**config.mk**
```make
export PLATFORM = sky130hd
export DESIGN_NAME = aif_pkt_builder
export DESIGN_NICKNAME = d
export VERILOG_FILES = /design/src/rtl/aif_pkg.sv /design/src/rtl/aif_payload_pack.sv /design/src/rtl/aif_csum_tree.sv /design/src/rtl/aif_stream_seq.sv /design/src/rtl/aif_pkt_builder.sv
export SDC_FILE = /design/constraint.sdc
export NUM_CORES = 1
export LEC_CHECK = 0
export ABC_AREA = 1
export BUFFER_PORTS_ARGS = -buffer_cell sky130_fd_sc_hd__buf_2
export CORE_MARGIN = 3
export CORE_UTILIZATION = 57
export DETAILED_ROUTE_END_ITERATION = 7
export GPL_ROUTABILITY_DRIVEN = 0
export GPL_TIMING_DRIVEN = 0
export PLACE_DENSITY = 0.81
export SETUP_SLACK_MARGIN = 0.3
export SLEW_MARGIN = 5
export SYNTH_ARGS = -nofsm -noshare
export SYNTH_HDL_FRONTEND = slang
export SYNTH_SLANG_ARGS = --single-unit
export TNS_END_PERCENT = 20
```
**constraint.sdc**
```tcl
create_clock -name clk -period 4.8 [get_ports clk]
set_clock_uncertainty 0.15 [all_clocks]
set_input_delay 0.96 -clock clk [delete_from_list [all_inputs] [get_ports clk]]
set_output_delay 0.96 -clock clk [all_outputs]
set_load 0.05 [all_outputs]
```
**src/rtl/aif_pkg.sv**
```systemverilog
package aif_pkg;
  localparam int HDR_LEN     = 3;
  localparam int PAYLOAD_LEN = 10;
  localparam int TOTAL_LEN   = HDR_LEN + 1 + PAYLOAD_LEN;
  localparam int CSUM_SLOT   = HDR_LEN;
  localparam int IDX_W       = $clog2(TOTAL_LEN);

  localparam logic [7:0] PKT_TYPE = 8'h84;
  localparam logic [7:0] PKT_VER  = 8'h01;
  localparam logic [7:0] PKT_LEN  = 8'(PAYLOAD_LEN);

  typedef struct packed {
    logic [3:0] coding;
    logic [3:0] chan_cnt;
    logic [2:0] sfreq;
    logic [1:0] ssize;
    logic [7:0] challoc;
    logic       dmix_inh;
    logic [3:0] lshift;
  } aif_cfg_t;
endpackage

```
**src/rtl/aif_payload_pack.sv**
```systemverilog
module aif_payload_pack
  import aif_pkg::*;
(
  input  aif_cfg_t                    cfg,
  output logic [PAYLOAD_LEN-1:0][7:0] payload
);
  logic [3:0] ch_m1;
  assign ch_m1 = cfg.chan_cnt - 4'd1;

  for (genvar i = 0; i < PAYLOAD_LEN; i++) begin : g_pl
    if (i == 0) begin : g_b1
      assign payload[i] = {cfg.coding, 1'b0, ch_m1[2:0]};
    end else if (i == 1) begin : g_b2
      assign payload[i] = {3'b000, cfg.sfreq, cfg.ssize};
    end else if (i == 3) begin : g_b4
      assign payload[i] = cfg.challoc;
    end else if (i == 4) begin : g_b5
      assign payload[i] = {cfg.dmix_inh, cfg.lshift, 3'b000};
    end else begin : g_zero
      assign payload[i] = 8'h00;
    end
  end
endmodule

```
**src/rtl/aif_csum_tree.sv**
```systemverilog
module aif_csum_tree #(
  parameter int N = 13
) (
  input  logic [N-1:0][7:0] bytes_i,
  output logic [7:0]        csum_o
);
  localparam int LVLS   = (N > 1) ? $clog2(N) : 1;
  localparam int LEAVES = 1 << LVLS;
  localparam int NODES  = 2 * LEAVES - 1;

  logic [7:0] node [NODES];

  for (genvar k = 0; k < LEAVES; k++) begin : g_leaf
    if (k < N) begin : g_used
      assign node[LEAVES - 1 + k] = bytes_i[k];
    end else begin : g_pad
      assign node[LEAVES - 1 + k] = 8'h00;
    end
  end

  for (genvar i = 0; i < LEAVES - 1; i++) begin : g_add
    assign node[i] = node[2*i+1] + node[2*i+2];
  end

  assign csum_o = ~node[0] + 8'd1;
endmodule

```
**src/rtl/aif_stream_seq.sv**
```systemverilog
module aif_stream_seq
  import aif_pkg::*;
(
  input  logic             clk,
  input  logic             rst_n,
  input  logic             start_i,
  input  logic             ready_i,
  output logic             load_o,
  output logic             valid_o,
  output logic             last_o,
  output logic [IDX_W-1:0] idx_o
);
  localparam logic [IDX_W-1:0] LAST_IDX = IDX_W'(TOTAL_LEN - 1);

  logic             valid_q;
  logic [IDX_W-1:0] idx_q;

  assign load_o  = start_i && !valid_q;
  assign valid_o = valid_q;
  assign idx_o   = idx_q;
  assign last_o  = valid_q && (idx_q == LAST_IDX);

  always_ff @(posedge clk or negedge rst_n) begin
    if (!rst_n) begin
      valid_q <= 1'b0;
      idx_q   <= '0;
    end else if (load_o) begin
      valid_q <= 1'b1;
      idx_q   <= '0;
    end else if (valid_q && ready_i) begin
      if (idx_q == LAST_IDX) valid_q <= 1'b0;
      else                   idx_q   <= idx_q + 1'b1;
    end
  end
endmodule

```
**src/rtl/aif_pkt_builder.sv**
```systemverilog
module aif_pkt_builder
  import aif_pkg::*;
(
  input  logic       clk,
  input  logic       rst_n,
  input  logic       start_i,
  input  logic [3:0] coding_i,
  input  logic [3:0] chan_cnt_i,
  input  logic [2:0] sfreq_i,
  input  logic [1:0] ssize_i,
  input  logic [7:0] challoc_i,
  input  logic       dmix_inh_i,
  input  logic [3:0] lshift_i,
  output logic       out_valid_o,
  output logic [7:0] out_data_o,
  output logic       out_last_o,
  input  logic       out_ready_i
);
  localparam int SUM_N = HDR_LEN + PAYLOAD_LEN;

  aif_cfg_t                    cfg_q;
  logic [PAYLOAD_LEN-1:0][7:0] payload;
  logic [HDR_LEN-1:0][7:0]     hdr;
  logic [SUM_N-1:0][7:0]       sum_in;
  logic [7:0]                  csum;
  logic                        load;
  logic [IDX_W-1:0]            idx;

  assign hdr = {PKT_LEN, PKT_VER, PKT_TYPE};

  always_ff @(posedge clk or negedge rst_n) begin
    if (!rst_n)    cfg_q <= '0;
    else if (load) cfg_q <= '{coding: coding_i, chan_cnt: chan_cnt_i,
                              sfreq: sfreq_i, ssize: ssize_i,
                              challoc: challoc_i, dmix_inh: dmix_inh_i,
                              lshift: lshift_i};
  end

  aif_payload_pack u_pack (
    .cfg     (cfg_q),
    .payload (payload)
  );

  assign sum_in = {payload, hdr};

  aif_csum_tree #(.N(SUM_N)) u_csum (
    .bytes_i (sum_in),
    .csum_o  (csum)
  );

  aif_stream_seq u_seq (
    .clk     (clk),
    .rst_n   (rst_n),
    .start_i (start_i),
    .ready_i (out_ready_i),
    .load_o  (load),
    .valid_o (out_valid_o),
    .last_o  (out_last_o),
    .idx_o   (idx)
  );

  always_comb begin
    if (int'(idx) < HDR_LEN)       out_data_o = hdr[idx[1:0]];
    else if (int'(idx) == CSUM_SLOT) out_data_o = csum;
    else                           out_data_o = payload[IDX_W'(idx - IDX_W'(CSUM_SLOT + 1))];
  end
endmodule

```
; ---- Word-level counts from Yosys, hierarchy flattened
; Index checks and enable logic that the tools add are counted.
[word_totals]
ff_bits = 30
latchBits = 0
ramBits = 0
mem_bits_ro = 0
input_bits = 30
wordCells = 45
mem_count = 0
[classes]
add_sub_neg = 9
mul = 0
div = 0
magnitude_cmp = 3
eq_ne = 3
shift = 0
n_mux = 12
bitwise_logic = 1
reduce_logical = 8
[ops]
columns = operator, count
row1 = 8-bit binary-select mux with 4-bit select, 1
row2 = 8-bit 2-to-1 mux, 4
row3 = 8-bit adder, 2
row4 = 8-bit binary-select mux with 2-bit select, 1
row5 = 4-bit 2-to-1 mux, 3
row6 = "4-bit by 8-bit adder with 8-bit output, first input constant", 1
row7 = 5-bit by 8-bit adder with 8-bit output, 1
row8 = "8-bit by 1-bit adder with 8-bit output, second input constant", 1
row9 = "8-bit adder, first input constant", 1
row10 = 8-bit inverter, 1
row11 = "4-bit by 5-bit < comparator with 1-bit output, second input constant", 1
row12 = "4-bit by 1-bit adder with 4-bit output, second input constant", 1
row13 = "4-bit by 3-bit == test with 1-bit output, second input constant", 1
row14 = "4-bit == test, second input constant", 1
row15 = "4-bit by 2-bit < comparator with 1-bit output, second input constant", 1
row16 = 2-bit AND reduction, 2
row17 = 2-bit nonzero test, 2
row18 = "4-bit by 3-bit subtractor with 4-bit output, second input constant", 1
row19 = 1-bit logical AND, 3
row20 = "2-bit by 3-bit < comparator with 1-bit output, second input constant", 1
row21 = 1-bit 2-to-1 mux, 3
row22 = "3-bit by 1-bit subtractor with 3-bit output, second input constant", 1
row23 = "2-bit != test, second input constant", 1
row24 = 1-bit zero test, 1

; ---- Longest topological paths before layout
[logic_depth]
word_depth = 8
depth_mapped = 20
ltp_nobuf = 20

; ---- By module
; A second synthesis with hierarchy kept.
[unflattened]
hier_cells = 745
hier_area_um2 = 5530.3
[modules_own_cells]
columns = module, instances, cells_each, area_each_um2, seq_area_each_um2
row1 = aif_csum_tree, 1, 308, 2517.4, 0.0
row2 = aif_pkt_builder, 1, 313, 2085.8, 650.6
row3 = aif_payload_pack, 1, 87, 624.3, 0.0
row4 = aif_stream_seq, 1, 37, 302.8, 125.1

; ---- Least setup slack after synthesis
; OpenSTA, ideal clock, no wires.
[synth_path]
path_type = register to output
start = register cfg_q[6] (netlist name)
end = output out_data_o[6]
arrival_time_ns = 3.017
required_time_ns = 3.690
setup_slack_ns = 0.673
stages_incl_launch_ff = 16
cell_sequence = dfrtp_1 > inv_1 > ha_1 > fa_1 > inv_1 > ha_1 > inv_1 > fa_1 > inv_1 > nand2_1 > nand2_1 > nand3_1 > or2_4 > o21ai_2 > nand3_2 > a21oi_2
[synth_between]
elab_chain_len = 7
[synth_lines]
columns = element, line_no
row1 = "start, declared", aif_pkt_builder.sv:21  ; aif_cfg_t cfg_q;
row2 = "start signal, assigned", aif_pkt_builder.sv:33  ; else if (load) cfg_q <= '{coding: coding_i, chan_cnt: chan_cnt_i,
row3 = 8-bit adder, aif_csum_tree.sv:22  ; assign node[i] = node[2*i+1] + node[2*i+2];
row4 = 5-bit by 8-bit adder with 8-bit output, aif_csum_tree.sv:22
row5 = 8-bit adder, aif_csum_tree.sv:22
row6 = 8-bit inverter, aif_csum_tree.sv:25  ; assign csum_o = ~node[0] + 8'd1;
row7 = 8-bit by 1-bit adder with 8-bit output, aif_csum_tree.sv:25
row8 = 8-bit 2-to-1 mux, aif_pkt_builder.sv:64  ; else if (int'(idx) == CSUM_SLOT) out_data_o = csum;
row9 = 8-bit 2-to-1 mux, aif_pkt_builder.sv:63  ; if (int'(idx) < HDR_LEN) out_data_o = hdr[idx[1:0]];
row10 = "end, declared", aif_pkt_builder.sv:15  ; output logic [7:0] out_data_o,
; Every way passes these cells.

; ---- Worst setup path in the final report
[layout_path]
start = register cfg_q[14] (netlist name)
end = output out_data_o[6]
[layout_between]
elab_chain_len = 6
[layout_lines]
columns = element, line_no
row1 = 5-bit by 8-bit adder with 8-bit output, aif_csum_tree.sv:22
row2 = 8-bit adder, aif_csum_tree.sv:22
row3 = 8-bit inverter, aif_csum_tree.sv:25
row4 = 8-bit by 1-bit adder with 8-bit output, aif_csum_tree.sv:25
row5 = 8-bit 2-to-1 mux, aif_pkt_builder.sv:64
row6 = 8-bit 2-to-1 mux, aif_pkt_builder.sv:63
; Every way passes these cells.

==> results.cfg <==
[clocking]
clk_root_buffer_cell = clkbuf_8
clk_pin_slew_worst_paths_ns = 0.06
clock_latency_ns = 0.28
cts.path.max_buffers = 2
cts_tree = built
cts.sinks = 30
cts_buffers = 5
hold_buffers = 0
htree_levels = 2

[timing]
tightestPinTransition_ns = 0.683
finalSetupTns_ns = 0
final-hold-violation-count = 0
relSlewSlack_pct = 54.5
maxSlewViolCount = 0
fin_crit_ns = 4.50
min_period_over_period_pct = 93.6
whs_ns = 0.365
rsz0062_at_grt = yes
setup_violations = 0
fmax_mhz = 222

[drt]
drc = 0
ant_nets = 0
dr.pass1.iters = 4
vias_per_cell = 5.47
wl_mm = 6.34
num_vias = 2438
avgRoutedWirePerCell_microns = 14.2
drt_iter0_drc = 151

[worst_setup_path]
cp-start-kind = register
endpoint_kind = output pin
worstPathRequired_ns = 3.69
crit_fanout = 3
cp_top_family = adder cells
crit_type = reg2out
path_cells = inv_2 -> ha_4 -> fa_1 -> inv_2 -> ha_4 -> inv_1 -> fa_2 -> buf_4 -> nand3_2 -> or2_4 -> o21ai_4 -> nand3_2 -> a21oi_2 -> buf_6
cp_num_buf_inv = 5
cp.arrival_ns = 3.39
cpPeakStageDelay_ns = 0.56
crit_slowest_cell = fa_2

[layout]
nNetsFinal = 454
area_delta_synth_final_pct = 21.9
layout_common_cells = nand2_1, inv_1, buf_2
layout-drive-gt1-share_pct = 23.0
design_area_sq_um = 2970
stdcell_count = 446
layout_commonest_cell = nand2_1
antenna_cells = 0

[global_route]
overflow = 0
grt_pass1_wl_mm = 10.1
grt_max_degree = 31
grt_usage_pct = 25.5
grt_pass1_vias = 2269
grt_antenna_before_repair = 0

[die]
start_util_pct = 60.0
dieArea_sq_um = 5090
core_area_sq_um = 4060
die_x_microns = 71.4
ioPinCount = 40
die_h_microns = 71.4
fp-row-count = 23

[placed_design]
dp.cells = 430
place.port_buffers = 38
hpwl_mm = 4.72
place_area_sq_um = 2690

[synth]
synth_cell_types = 30
ys_seq_area_share_pct = 30.8
ys_ff_latch = 30
synth_edf_count = 0
synth-main-ff-cell = dfrtp_1
yosysWarnings = 0
avgSynthCellArea_sq_um = 7.12
syn-cell-area_sq_um = 2440
async_flop_share_pct = 100
synth_nets = 401
synthCells = 342

[job]
drv_cap = 0

[status]
status = completed

[hold_path]
hold_class = reg2reg
[registers in the layout, summed over array words and instances (netlist names)]
name and cells:
cfg_q 25, u_seq.valid_o 1, u_seq.idx_o 4
[routing by layer]
layer / up-vias / routed length [microns] / GRT usage (%)
li1: 1206 / - / -
met1: 1109 / 2560 / 33.1
met2: 94 / 3010 / 40.7
met3: 29 / 486 / 5.75
met4: 0 / 277 / 11.7
met5: - / 0 / 0
[worst reg2reg max path: cells and delay by family, from the launching register on]
family | cells | cell delay [ns]
and+or+nand+nor | 4 | 0.65
adders and majority gates | 1 | 0.26
DFF | 1 | 0.50
buffers and inverters | 3 | 0.35
[cells in the mapped netlist (4+ instances only)]
library cell	instances	area (sq um)
inv_1	59	221
nor2_1	13	48.8
fa_1	8	160
nand3_1	25	125
dfrtp_1	30	751
o21ai_0	34	170
a21oi_1	6	30.0
inv_2	6	22.5
o2111ai_1	4	35.0
ha_1	21	263
clkbuf_1	4	15.0
nand2_1	105	394
o221ai_1	4	35.0
[per-stage QoR]
stage | utilization [%] | setup WS [ns]
6_report | 73.2 | 0.305
4_1_cts | 70.1 | 0.313
3_5_place_dp | 66.3 | 0.393
2_1_floorplan | - | 0.673
5_1_grt | 73.2 | 0.114
3_3_place_gp | 66.3 | 0.492
[layout make-up]
| type | count | area [sq um] |
|---|---|---|
| clock buffer | 6 | 82.6 |
| clock inverter | 2 | 12.5 |
| sequential | 30 | 751 |
| multi-input combinational | 241 | 1530 |
| timing repair buffer | 46 | 267 |
| inverter | 65 | 244 |
| buffer | 6 | 25.0 |
| tap | 50 | 62.6 |
| fill | 320 | 1090 |
[what timing repair did]
action                                  CTS  global route
pin swaps                                 5            13
setup buffers                             2             6
resized for setup                        14            17
endpoints found under the setup margin    2             3
[worst paths after layout]
path	depth (start not counted)	start	endpoint	slack [ns]
min reg2reg	2	cfg_q[20]	cfg_q[20]	0.36
min in group asynchronous	1	rst_n	cfg_q[25]	0.56
max reg2reg	8	u_seq.idx_o[1]	u_seq.idx_o[3]	2.76
max in group asynchronous	1	rst_n	cfg_q[13]	3.50
min	2	cfg_q[20]	cfg_q[20]	0.36
max	14	cfg_q[14]	out_data_o[6]	0.30
[logic make-up after synthesis]
family / Yosys count / synth area share [%]
DFF: 30 / 30.8
and+or+nand+nor: 153 / 26.2
adders and majority gates: 29 / 17.4
buffers and inverters: 71 / 11.0
xor gates and xnor gates: 3 / 1.08
AOI/OAI and AO/OA: 56 / 13.5
Power is left out: the tool's default activity adds up to more than one toggle a clock period on the data nets, which glitch-free logic cannot reach.
